### src/rtl/rs_pkg.sv
package rs_pkg;
    localparam int FW    = 32;
    localparam int EXPW  = 8;
    localparam int FRACW = 23;
    localparam int MAGW  = FW - 1;
    localparam int QBIT  = FRACW - 1;

    typedef struct packed {
        logic             sgn;
        logic [EXPW-1:0]  ex;
        logic [FRACW-1:0] fr;
    } f32_t;

    typedef enum logic [1:0] {
        CMP_MIN    = 2'b00,
        CMP_MAX    = 2'b01,
        CMP_MINMAG = 2'b10,
        CMP_MAXMAG = 2'b11
    } cmp_mode_e;

    typedef enum logic [1:0] {
        SGN_SRC1 = 2'b00,
        SGN_KEEP = 2'b01,
        SGN_CLR  = 2'b10,
        SGN_SET  = 2'b11
    } sgn_mode_e;

    typedef struct packed {
        f32_t val;       // effective value (denormal flushed if requested)
        logic is_snan;
        logic is_qnan;
        logic is_zero;   // effective value is a zero
        logic den_raise; // denormal seen and not flushed
    } opnd_t;

    function automatic logic [MAGW-1:0] mag_of(f32_t x);
        return {x.ex, x.fr};
    endfunction

    function automatic f32_t quieten(f32_t x);
        f32_t q;
        q = x;
        q.fr[QBIT] = 1'b1;
        return q;
    endfunction

    function automatic logic mag_le(f32_t a, f32_t b);
        return mag_of(a) <= mag_of(b);
    endfunction

    // signed ordering for non-NaN values; zeros of opposite sign are handled elsewhere
    function automatic logic sgn_le(f32_t a, f32_t b);
        logic r;
        if (a.sgn != b.sgn)
            r = a.sgn;
        else if (!a.sgn)
            r = mag_of(a) <= mag_of(b);
        else
            r = mag_of(a) >= mag_of(b);
        return r;
    endfunction
endpackage

### src/rtl/rs_classify.sv
module rs_classify
    import rs_pkg::*;
(
    input  f32_t  raw,
    input  logic  flush_den,
    output opnd_t info
);
    logic exp_max, exp_min, frac_nz, is_nan, is_den;

    always_comb begin
        exp_max = &raw.ex;
        exp_min = ~|raw.ex;
        frac_nz = |raw.fr;
        is_nan  = exp_max && frac_nz;
        is_den  = exp_min && frac_nz;

        info.val = raw;
        if (is_den && flush_den)
            info.val.fr = '0;
        info.is_snan   = is_nan && !raw.fr[QBIT];
        info.is_qnan   = is_nan && raw.fr[QBIT];
        info.is_zero   = exp_min && (!frac_nz || flush_den);
        info.den_raise = is_den && !flush_den;
    end
endmodule

### src/rtl/rs_compare.sv
module rs_compare
    import rs_pkg::*;
(
    input  opnd_t     op_a,
    input  opnd_t     op_b,
    input  cmp_mode_e mode,
    output f32_t      pick,
    output logic      invalid,
    output logic      denorm
);
    logic opp_sign, zero_pair, tie_pair, a_first;

    always_comb begin
        opp_sign  = op_a.val.sgn != op_b.val.sgn;
        zero_pair = op_a.is_zero && op_b.is_zero && opp_sign;
        tie_pair  = opp_sign && (mag_of(op_a.val) == mag_of(op_b.val));
        invalid   = op_a.is_snan || op_b.is_snan;
        denorm    = !invalid &&
                    ((op_a.den_raise && !op_b.is_qnan) ||
                     (op_b.den_raise && !op_a.is_qnan));

        unique case (mode)
            CMP_MIN:    a_first = sgn_le(op_a.val, op_b.val);
            CMP_MAX:    a_first = !sgn_le(op_a.val, op_b.val);
            CMP_MINMAG: a_first = mag_le(op_a.val, op_b.val);
            default:    a_first = !mag_le(op_a.val, op_b.val);
        endcase

        if (op_a.is_snan)
            pick = quieten(op_a.val);
        else if (op_b.is_snan)
            pick = quieten(op_b.val);
        else if (op_b.is_qnan)
            pick = op_a.val;
        else if (op_a.is_qnan)
            pick = op_b.val;
        else if (zero_pair)
            pick = '{sgn: (mode == CMP_MIN || mode == CMP_MINMAG), ex: '0, fr: '0};
        else if (tie_pair && mode[1])
            // smaller magnitude takes the negative one, larger the positive one
            pick = ((mode == CMP_MINMAG) == op_a.val.sgn) ? op_a.val : op_b.val;
        else
            pick = a_first ? op_a.val : op_b.val;
    end
endmodule

### src/rtl/rs_finish.sv
module rs_finish
    import rs_pkg::*;
(
    input  f32_t        pick,
    input  logic        src1_sgn,
    input  logic        invalid,
    input  logic        denorm,
    input  sgn_mode_e   smode,
    input  logic        mask_en,
    input  logic        mask_bit,
    input  logic        mask_zero,
    input  logic [FW-1:0] old_dst,
    output logic [FW-1:0] lane,
    output logic        inv_out,
    output logic        den_out
);
    f32_t signed_val;
    logic write;

    always_comb begin
        signed_val = pick;
        if (!invalid) begin
            unique case (smode)
                SGN_SRC1: signed_val.sgn = src1_sgn;
                SGN_KEEP: signed_val.sgn = pick.sgn;
                SGN_CLR:  signed_val.sgn = 1'b0;
                default:  signed_val.sgn = 1'b1;
            endcase
        end

        write = !mask_en || mask_bit;
        if (write)
            lane = signed_val;
        else if (mask_zero)
            lane = '0;
        else
            lane = old_dst;
        inv_out = write && invalid;
        den_out = write && denorm;
    end
endmodule

### src/rtl/range_sel_unit.sv
module range_sel_unit
    import rs_pkg::*;
#(
    parameter int VLEN = 256
) (
    input  logic            clk,
    input  logic            rst,
    input  logic            in_valid,
    input  logic [VLEN-1:0] src1,
    input  logic [FW-1:0]   src2,
    input  logic [7:0]      ctrl,
    input  logic            flush_den,
    input  logic            mask_en,
    input  logic            mask_bit,
    input  logic            mask_zero,
    input  logic [FW-1:0]   old_dst,
    output logic            out_valid,
    output logic [VLEN-1:0] dst,
    output logic            flag_invalid,
    output logic            flag_denorm
);
    localparam int LANE_W = 128;
    localparam int NOPS   = 2;

    f32_t      raw_ops [NOPS];
    opnd_t     info    [NOPS];
    f32_t      pick;
    logic      invalid_c, denorm_c, inv_w, den_w;
    logic [FW-1:0]   lane;
    logic [VLEN-1:0] dst_nxt;

    assign raw_ops[0] = src1[FW-1:0];
    assign raw_ops[1] = src2;

    for (genvar g = 0; g < NOPS; g++) begin : g_cls
        rs_classify u_cls (
            .raw       (raw_ops[g]),
            .flush_den (flush_den),
            .info      (info[g])
        );
    end

    rs_compare u_cmp (
        .op_a    (info[0]),
        .op_b    (info[1]),
        .mode    (cmp_mode_e'(ctrl[1:0])),
        .pick    (pick),
        .invalid (invalid_c),
        .denorm  (denorm_c)
    );

    rs_finish u_fin (
        .pick      (pick),
        .src1_sgn  (src1[FW-1]),
        .invalid   (invalid_c),
        .denorm    (denorm_c),
        .smode     (sgn_mode_e'(ctrl[3:2])),
        .mask_en   (mask_en),
        .mask_bit  (mask_bit),
        .mask_zero (mask_zero),
        .old_dst   (old_dst),
        .lane      (lane),
        .inv_out   (inv_w),
        .den_out   (den_w)
    );

    always_comb begin
        dst_nxt = '0;
        dst_nxt[LANE_W-1:FW] = src1[LANE_W-1:FW];
        dst_nxt[FW-1:0] = lane;
    end

    always_ff @(posedge clk) begin
        if (rst) begin
            out_valid    <= 1'b0;
            dst          <= '0;
            flag_invalid <= 1'b0;
            flag_denorm  <= 1'b0;
        end else begin
            out_valid <= in_valid;
            if (in_valid) begin
                dst          <= dst_nxt;
                flag_invalid <= inv_w;
                flag_denorm  <= den_w;
            end
        end
    end


    ctrl_hi_zero_chk: assert property (@(posedge clk) disable iff (rst)
        in_valid |-> (ctrl[7:4] == 4'b0000));


    invalid_quiet_chk: assert property (@(posedge clk) disable iff (rst)
        (out_valid && flag_invalid) |-> (&dst[30:22]));


    flags_excl_chk: assert property (@(posedge clk) disable iff (rst)
        out_valid |-> !(flag_invalid && flag_denorm));


    sign_clear_chk: assert property (@(posedge clk) disable iff (rst)
        (in_valid && ctrl[3:2] == 2'b10 && !invalid_c && (!mask_en || mask_bit))
        |=> !dst[FW-1]);


    mask_zero_chk: assert property (@(posedge clk) disable iff (rst)
        (in_valid && mask_en && !mask_bit && mask_zero)
        |=> (dst[FW-1:0] == '0 && !flag_invalid && !flag_denorm));


    upper_copy_chk: assert property (@(posedge clk) disable iff (rst)
        in_valid |=> (dst[LANE_W-1:FW] == $past(src1[LANE_W-1:FW])));


    valid_follow_chk: assert property (@(posedge clk) disable iff (rst)
        1'b1 |=> (out_valid == $past(in_valid)));

    initial begin
        width_ok_chk: assert (VLEN >= LANE_W);
    end
endmodule

### config.mk
export PLATFORM = sky130hd
export DESIGN_NAME = range_sel_unit
export DESIGN_NICKNAME = d
export VERILOG_FILES = /design/src/rtl/rs_pkg.sv /design/src/rtl/rs_classify.sv /design/src/rtl/rs_compare.sv /design/src/rtl/rs_finish.sv /design/src/rtl/range_sel_unit.sv
export SDC_FILE = /design/constraint.sdc
export NUM_CORES = 1
export LEC_CHECK = 0
export BUFFER_PORTS_ARGS = -buffer_cell sky130_fd_sc_hd__buf_2
export CORE_AREA = 2 2 230 232
export CTS_CLUSTER_SIZE = 14
export DETAILED_ROUTE_END_ITERATION = 8
export DIE_AREA = 0 0 232 234
export HOLD_SLACK_MARGIN = 0.06
export RECOVER_POWER = 100
export SLEW_MARGIN = 20
export SYNTH_ARGS = -nofsm -noshare
export SYNTH_HDL_FRONTEND = slang
export SYNTH_SLANG_ARGS = --single-unit
### constraint.sdc
create_clock -name clk -period 5.2 [get_ports clk]
set_clock_uncertainty 0.15 [all_clocks]
set_input_delay 1.04 -clock clk [delete_from_list [all_inputs] [get_ports clk]]
set_output_delay 1.04 -clock clk [all_outputs]
set_load 0.05 [all_outputs]
; ---- Yosys cells after proc, flatten, opt, wreduce, memory -nomap -nowiden
; Index checks and enable logic that the tools add are counted.
[op_classes]
order_cmp = 2
eq_ne = 7
n_mux = 18
n_reduce_logical = 50
[ops]
columns = operator, count
row1 = 2-to-1 mux 32 bit, 10
row2 = 2-to-1 mux 23 bit, 2
row3 = OR reduction 23 bit, 2
row4 = equality test 31 bit, 1
row5 = >= comparator 31 bit, 1
row6 = <= comparator 31 bit, 1
row7 = logical AND 1 bit, 23
row8 = AND reduction 8 bit, 2
row9 = OR reduction 8 bit, 2
row10 = logical NOT 1 bit, 13
row11 = logical OR 1 bit, 6
row12 = case mux 1 bit (3 select lines), 2
row13 = equality test 2 x 1 -> 1 bit (second input constant), 2
row14 = equality test 2 bit (second input constant), 2
row15 = logical NOT 2 bit, 2
row16 = 2-to-1 mux 1 bit, 4
row17 = equality test 1 bit, 1
row18 = != test 1 bit, 1
[word_totals]
register_bits = 131
inputBits = 335
output_inout_bits = 259
word_cells = 81

; ---- Depth between registers and ports, before layout
[logic_depth]
depth_word = 21
mapped_depth = 21
ltp_nobuf = 16

; ---- Modules after synthesis
; A second synthesis with hierarchy kept.
[hier_totals]
cells_unflattened = 1195
area_unflattened_um2 = 9870.7
[modules_own_cells]
columns = module, instances, cells_each, area_per_inst_um2, seq_area_each_um2
row1 = range_sel_unit, 1, 551, 5605.4, 2622.5
row2 = rs_compare, 1, 423, 2760.1, 0.0
row3 = rs_classify, 2, 54, 427.9, 0.0
row4 = rs_finish, 1, 113, 649.4, 0.0

; ---- Worst setup path after synthesis
; Ideal clock, no wire load.
[synth_timing]
kind = input port to flip-flop
start = in src2[22]
end = reg dst[20]
arrival_ns = 5.181
setup_slack_ns = -0.251
stages = 20
cell_sequence = clkbuf_1 -> nor4_1 -> nand4_1 -> nor2_1 -> nor2_1 -> nand2_1 -> clkbuf_1 -> clkbuf_1 -> buf_1 -> nand2_1 -> ha_1 -> and4_1 -> and4_4 -> a22oi_1 -> nand2_2 -> or3_4 -> o211ai_4 -> a22oi_1 -> o2111a_1 -> a211o_1
[synth_between]
elab_chain_len = 18
[synth_rtl]
columns = element, line_no
row1 = from (decl), range_sel_unit.sv:10  ; input logic [FW-1:0] src2,
row2 = OR reduction 23 bit, rs_classify.sv:13  ; frac_nz = |raw.fr;
row3 = logical AND 1 bit, rs_classify.sv:15  ; is_den = exp_min && frac_nz;
row4 = logical AND 1 bit, rs_classify.sv:18  ; if (is_den && flush_den)
row5 = 2-to-1 mux 23 bit, rs_classify.sv:18
row6 = <= comparator 31 bit / >= comparator 31 bit (equally long branches), "rs_pkg.sv:48, rs_pkg.sv:57, rs_pkg.sv:59"
row7 = 2-to-1 mux 1 bit, rs_pkg.sv:56  ; else if (!a.sgn)
row8 = 2-to-1 mux 1 bit, rs_pkg.sv:54  ; if (a.sgn != b.sgn)
row9 = 2-to-1 mux 1 bit, rs_compare.sv:22  ; unique case (mode)
row10 = [2 not listed], -
row11 = 2-to-1 mux 32 bit, rs_compare.sv:43  ; pick = a_first ? op_a.val : op_b.val;
row12 = 2-to-1 mux 32 bit, rs_compare.sv:39  ; else if (tie_pair && mode[1])
row13 = 2-to-1 mux 32 bit, rs_compare.sv:37  ; else if (zero_pair)
row14 = 2-to-1 mux 32 bit, rs_compare.sv:35  ; else if (op_a.is_qnan)
row15 = 2-to-1 mux 32 bit, rs_compare.sv:33  ; else if (op_b.is_qnan)
row16 = 2-to-1 mux 32 bit *, rs_compare.sv:31  ; else if (op_b.is_snan)
row17 = 2-to-1 mux 32 bit *, rs_compare.sv:29  ; if (op_a.is_snan)
row18 = 2-to-1 mux 32 bit *, rs_finish.sv:32  ; if (write)
row19 = to (signal assigned), range_sel_unit.sv:82  ; dst <= dst_nxt;
row20 = to (decl), range_sel_unit.sv:18  ; output logic [VLEN-1:0] dst,
; Every way passes the cells marked *; elsewhere a longest branch is shown, timed or not. The select of a mux whose other input is x is not followed.
; A chain may end at the register's enable or synchronous reset.

; ---- Worst setup path after layout
[layout_timing]
start = in src1[10]
end = reg dst[16]
[layout_between]
elab_chain_len = 18
[layout_rtl]
columns = element, line_no
row1 = from (decl), range_sel_unit.sv:9  ; input logic [VLEN-1:0] src1,
row2 = OR reduction 23 bit, rs_classify.sv:13
row3 = logical AND 1 bit, rs_classify.sv:15
row4 = logical AND 1 bit, rs_classify.sv:18
row5 = 2-to-1 mux 23 bit, rs_classify.sv:18
row6 = <= comparator 31 bit / >= comparator 31 bit (equally long branches), "rs_pkg.sv:48, rs_pkg.sv:57, rs_pkg.sv:59"
row7 = 2-to-1 mux 1 bit, rs_pkg.sv:56
row8 = 2-to-1 mux 1 bit, rs_pkg.sv:54
row9 = 2-to-1 mux 1 bit, rs_compare.sv:22
row10 = [2 not listed], -
row11 = 2-to-1 mux 32 bit, rs_compare.sv:43
row12 = 2-to-1 mux 32 bit, rs_compare.sv:39
row13 = 2-to-1 mux 32 bit, rs_compare.sv:37
row14 = 2-to-1 mux 32 bit, rs_compare.sv:35
row15 = 2-to-1 mux 32 bit, rs_compare.sv:33
row16 = 2-to-1 mux 32 bit, rs_compare.sv:31
row17 = 2-to-1 mux 32 bit *, rs_compare.sv:29
row18 = 2-to-1 mux 32 bit *, rs_finish.sv:32
; Marks and branches as above.

==> impl_metrics.xml <==
<?xml version="1.0" encoding="UTF-8"?>
<metrics>
  <group name="timing">
    <metric name="timing.final.crit_share" unit="%">97.25</metric>
    <metric name="fin_tns_setup" unit="ns">0</metric>
    <metric name="fmax" unit="MHz">197.8</metric>
    <metric name="finalWorstPathRequiredPeriod" unit="ns">5.057</metric>
    <metric name="slew_headroom" unit="%">-87.58</metric>
    <metric name="final-setup-viol-count" unit="">0</metric>
    <metric name="timing.final.ws_setup" unit="ns">0.1431</metric>
    <metric name="slew_worst_pin" unit="ns">2.814</metric>
    <metric name="final_hold_violations" unit="">0</metric>
    <metric name="report.final.slew_viol_count" unit="">66</metric>
  </group>
  <group name="clock_tree">
    <metric name="cts.reportedPaths.clkPinSlew" unit="ns">0.07</metric>
    <metric name="cts_buffers" unit="">17</metric>
    <metric name="htree_levels" unit="">4</metric>
    <metric name="clock_tree.buffer_depth" unit="">2</metric>
    <metric name="cts_sinks" unit="">131</metric>
    <metric name="clock_tree.root_cell" unit="">sky130_fd_sc_hd__clkbuf_16</metric>
    <metric name="clk-insertion-delay-late" unit="ns">0.43</metric>
    <metric name="cts_hold_repair.buffers" unit="">0</metric>
    <metric name="cts_tree" unit="">built</metric>
  </group>
  <group name="floorplanning">
    <metric name="chipHeight" unit="um">234</metric>
    <metric name="row_count" unit="">84</metric>
    <metric name="boundaryPins" unit="">594</metric>
    <metric name="dieWidth" unit="um">232</metric>
    <metric name="die_footprint" unit="mm2">0.05429</metric>
    <metric name="core_region_area" unit="mm2">0.05202</metric>
    <metric name="start_util" unit="%">16.80</metric>
  </group>
  <group name="setup_path">
    <metric name="critical_path.startpoint_type" unit="">input port</metric>
    <metric name="crit_path_end_kind" unit="">flip-flop</metric>
    <metric name="worst-setup-path-type" unit="">in -&gt; reg</metric>
    <metric name="reg2reg_slack" unit="ns">3.73</metric>
    <metric name="worstPathArrival" unit="ns">5.22</metric>
    <metric name="worst-path-max-fanout" unit="">11</metric>
    <metric name="required" unit="ns">5.36</metric>
  </group>
  <group name="global_route">
    <metric name="grt_pass1_wl" unit="um">53480</metric>
    <metric name="number_of_antenna_violations_at_the_first_check_in_global_routing" unit="">25</metric>
    <metric name="grt_overall_usage" unit="%">13.40</metric>
    <metric name="grt-ovfl-total" unit="">0</metric>
    <metric name="largest_net_degree_at_the_start_of_global_routing" unit="">100</metric>
    <metric name="grt_pass1_vias" unit="">8634</metric>
  </group>
  <group name="yosys">
    <metric name="synth_top_area_share" unit="%">30.00</metric>
    <metric name="yosysSeqAreaShare" unit="%">30.00</metric>
    <metric name="synth_area_leaders" unit="">sky130_fd_sc_hd__dfxtp_1 (30%), sky130_fd_sc_hd__mux2i_1 (12%), sky130_fd_sc_hd__buf_4 (11%), sky130_fd_sc_hd__nor2_1 (5.3%), sky130_fd_sc_hd__ha_1 (4.4%)</metric>
    <metric name="flip_flop_and_latch_count_after_synthesis" unit="">131</metric>
    <metric name="synthDominantAreaCellType" unit="">sky130_fd_sc_hd__dfxtp_1</metric>
    <metric name="post_synth_num_cell_types" unit="">67</metric>
    <metric name="synthesis.area" unit="mm2">0.008742</metric>
    <metric name="yosys.cell_count.top_type" unit="">sky130_fd_sc_hd__dfxtp_1</metric>
    <metric name="yosys-top-cells-count" unit="">sky130_fd_sc_hd__dfxtp_1 (131), sky130_fd_sc_hd__buf_4 (128), sky130_fd_sc_hd__nor2_1 (123), sky130_fd_sc_hd__mux2i_1 (106), sky130_fd_sc_hd__nand2_1 (102)</metric>
    <metric name="syn_area_per_cell" unit="um2">8.286</metric>
    <metric name="synthArstFlopShare" unit="%">0</metric>
    <metric name="yosys_warnings" unit="">0</metric>
    <metric name="synth-main-ff-cell" unit="">sky130_fd_sc_hd__dfxtp_1</metric>
    <metric name="synth_edf_count" unit="">0</metric>
    <metric name="netlist_instances" unit="">1055</metric>
  </group>
  <group name="routing">
    <metric name="drt-initial-drc-count" unit="">510</metric>
    <metric name="wl_met3" unit="um">3113</metric>
    <metric name="routed.top_layer" unit="">met5</metric>
    <metric name="viasPerCell" unit="">4.265</metric>
    <metric name="post_dr_wirelength_cell" unit="um">17.56</metric>
    <metric name="drt-total-wl" unit="um">38370</metric>
    <metric name="drt_pass1_iterations" unit="">5</metric>
    <metric name="post-route-drc-count" unit="">0</metric>
    <metric name="wl_met1" unit="um">15660</metric>
    <metric name="detailroute.wirelength.met2" unit="um">18440</metric>
    <metric name="antenna_left" unit="">0</metric>
    <metric name="detailroute.via_count" unit="">9320</metric>
  </group>
  <group name="final_layout">
    <metric name="synth_to_final_area_change" unit="%">38.31</metric>
    <metric name="final_net_count" unit="">1840</metric>
    <metric name="final-instance-count-excl-fill" unit="">2185</metric>
    <metric name="final_layout_size_suffix_gt1_share" unit="%">27.71</metric>
  </group>
  <group name="placed_design">
    <metric name="placement.io_buffers" unit="">333</metric>
    <metric name="gpl.final_weighted_congestion" unit="">0.8686</metric>
    <metric name="detailed_place_hpwl" unit="um">30580</metric>
    <metric name="placed_cells" unit="">2142</metric>
    <metric name="place_ws" unit="ns">-0.4119</metric>
  </group>
  <group name="power_and_ir_drop">
    <metric name="power.density_cell_area" unit="mW/mm2">283.2</metric>
    <metric name="power_leakage" unit="uW">0.005635</metric>
    <metric name="vdd_ir_drop_max" unit="mV">0.1545</metric>
  </group>
  <group name="status">
    <metric name="outcome" unit="">complete, but fails checks</metric>
    <metric name="violated_checks" unit="">capacitance limit, slew limit</metric>
  </group>
  <group name="job">
    <metric name="cap_violations" unit="">1</metric>
  </group>
  <group name="hold_path">
    <metric name="hold_class" unit="">reg -&gt; reg</metric>
  </group>
</metrics>
-- state kept, by name, summed over array words and instances, names as in the netlist --
register and count:
flag_invalid 1, dst 128, out_valid 1, flag_denorm 1
-- report_power, final --
part / internal [uW] / switching (uW) / total [uW] / leakage [uW]
Clock: 714 / 513 / 1230 / 0.000284
Sequential: 1070 / 37.9 / 1110 / 0.00108
Combinational: 301 / 786 / 1090 / 0.00427
-- layout make-up --
class,count,area (um2)
inverter,23,86.33
timing repair buffer,464,2541
tap,688,860.8
antenna,10,25.02
clock buffer,19,432.9
multi-input combinational,837,5373
clock inverter,13,150.1
sequential,131,2623
fill,5813,39930
-- worst paths after layout --
check,startpoint,end,cells past startpoint
min,flag_denorm,flag_denorm,2
max,src1[10],dst[16],20
min reg2reg,flag_denorm,flag_denorm,2
max reg2reg,dst[28],dst[28],4
-- cells in the final DEF, fill, tap and decap left out, drive strengths merged, types with 19 or more instances in the layout --
master    n
a21oi    37
a221oi   26
a31oi    19
buf     332
clkbuf  151
conb    128
dfxtp   131
ha       31
inv      27
mux2i   106
nand2   103
nand3    30
nor2    123
o21ai    29
-- per-stage QoR --
stage / total power, uW / hold slack [ns] / util, % / area, um2
2_1_floorplan: 1951 / 0.5411 / - / 9223
3_3_place_gp: 2210 / 0.3083 / 22.26 / 11580
3_5_place_dp: 2222 / 0.3220 / 22.26 / 11580
4_1_cts: 3479 / 0.3345 / 23.38 / 12170
5_1_grt: 3587 / 0.3497 / 23.22 / 12080
6_report: 3425 / 0.3313 / 23.24 / 12090
-- logic make-up after synthesis --
| logic type | Yosys count | synth area share [%] |
|---|---|---|
| muxes | 106 | 12.14 |
| and+or+nand+nor | 349 | 18.63 |
| xor gates and xnor gates | 1 | 0.1002 |
| other | 1 | 0.04290 |
| buffers and inverters | 215 | 14.93 |
| DFF | 131 | 30.00 |
| AOI/OAI and AO/OA | 221 | 19.72 |
| adders and majority gates | 31 | 4.437 |
-- per-layer routing --
layer | global-route usage [%] | up-vias
li1 | - | 4411
met1 | 15.74 | 4417
met2 | 22.13 | 399
met3 | 4.949 | 65
met4 | 5.288 | 28
met5 | 0 | -
-- timing repair --
action,in CTS,in global routing
endpoints found under the setup margin,0,28
resized for setup,0,13
setup buffers,0,0
hold endpoints to repair,0,0
-- worst max-delay path, stage by stage --
cell and delay, ns:
sky130_fd_sc_hd__buf_2 0.15, sky130_fd_sc_hd__nor4_1 0.44, sky130_fd_sc_hd__and4_1 0.34, sky130_fd_sc_hd__a21oi_1 0.11
sky130_fd_sc_hd__nand2_1 0.10, sky130_fd_sc_hd__buf_4 0.19, sky130_fd_sc_hd__buf_4 0.16, sky130_fd_sc_hd__and2_1 0.15
sky130_fd_sc_hd__ha_1 0.26, sky130_fd_sc_hd__a21oi_1 0.13, sky130_fd_sc_hd__o21ai_0 0.19, sky130_fd_sc_hd__a221oi_2 0.33
sky130_fd_sc_hd__nand2_2 0.15, sky130_fd_sc_hd__or3_4 0.43, sky130_fd_sc_hd__o211ai_4 0.14, sky130_fd_sc_hd__buf_4 0.18
sky130_fd_sc_hd__a22oi_1 0.17, sky130_fd_sc_hd__buf_4 0.21, sky130_fd_sc_hd__o2111ai_1 0.21, sky130_fd_sc_hd__o211ai_1 0.12
(Power assumes the default switching activity.)
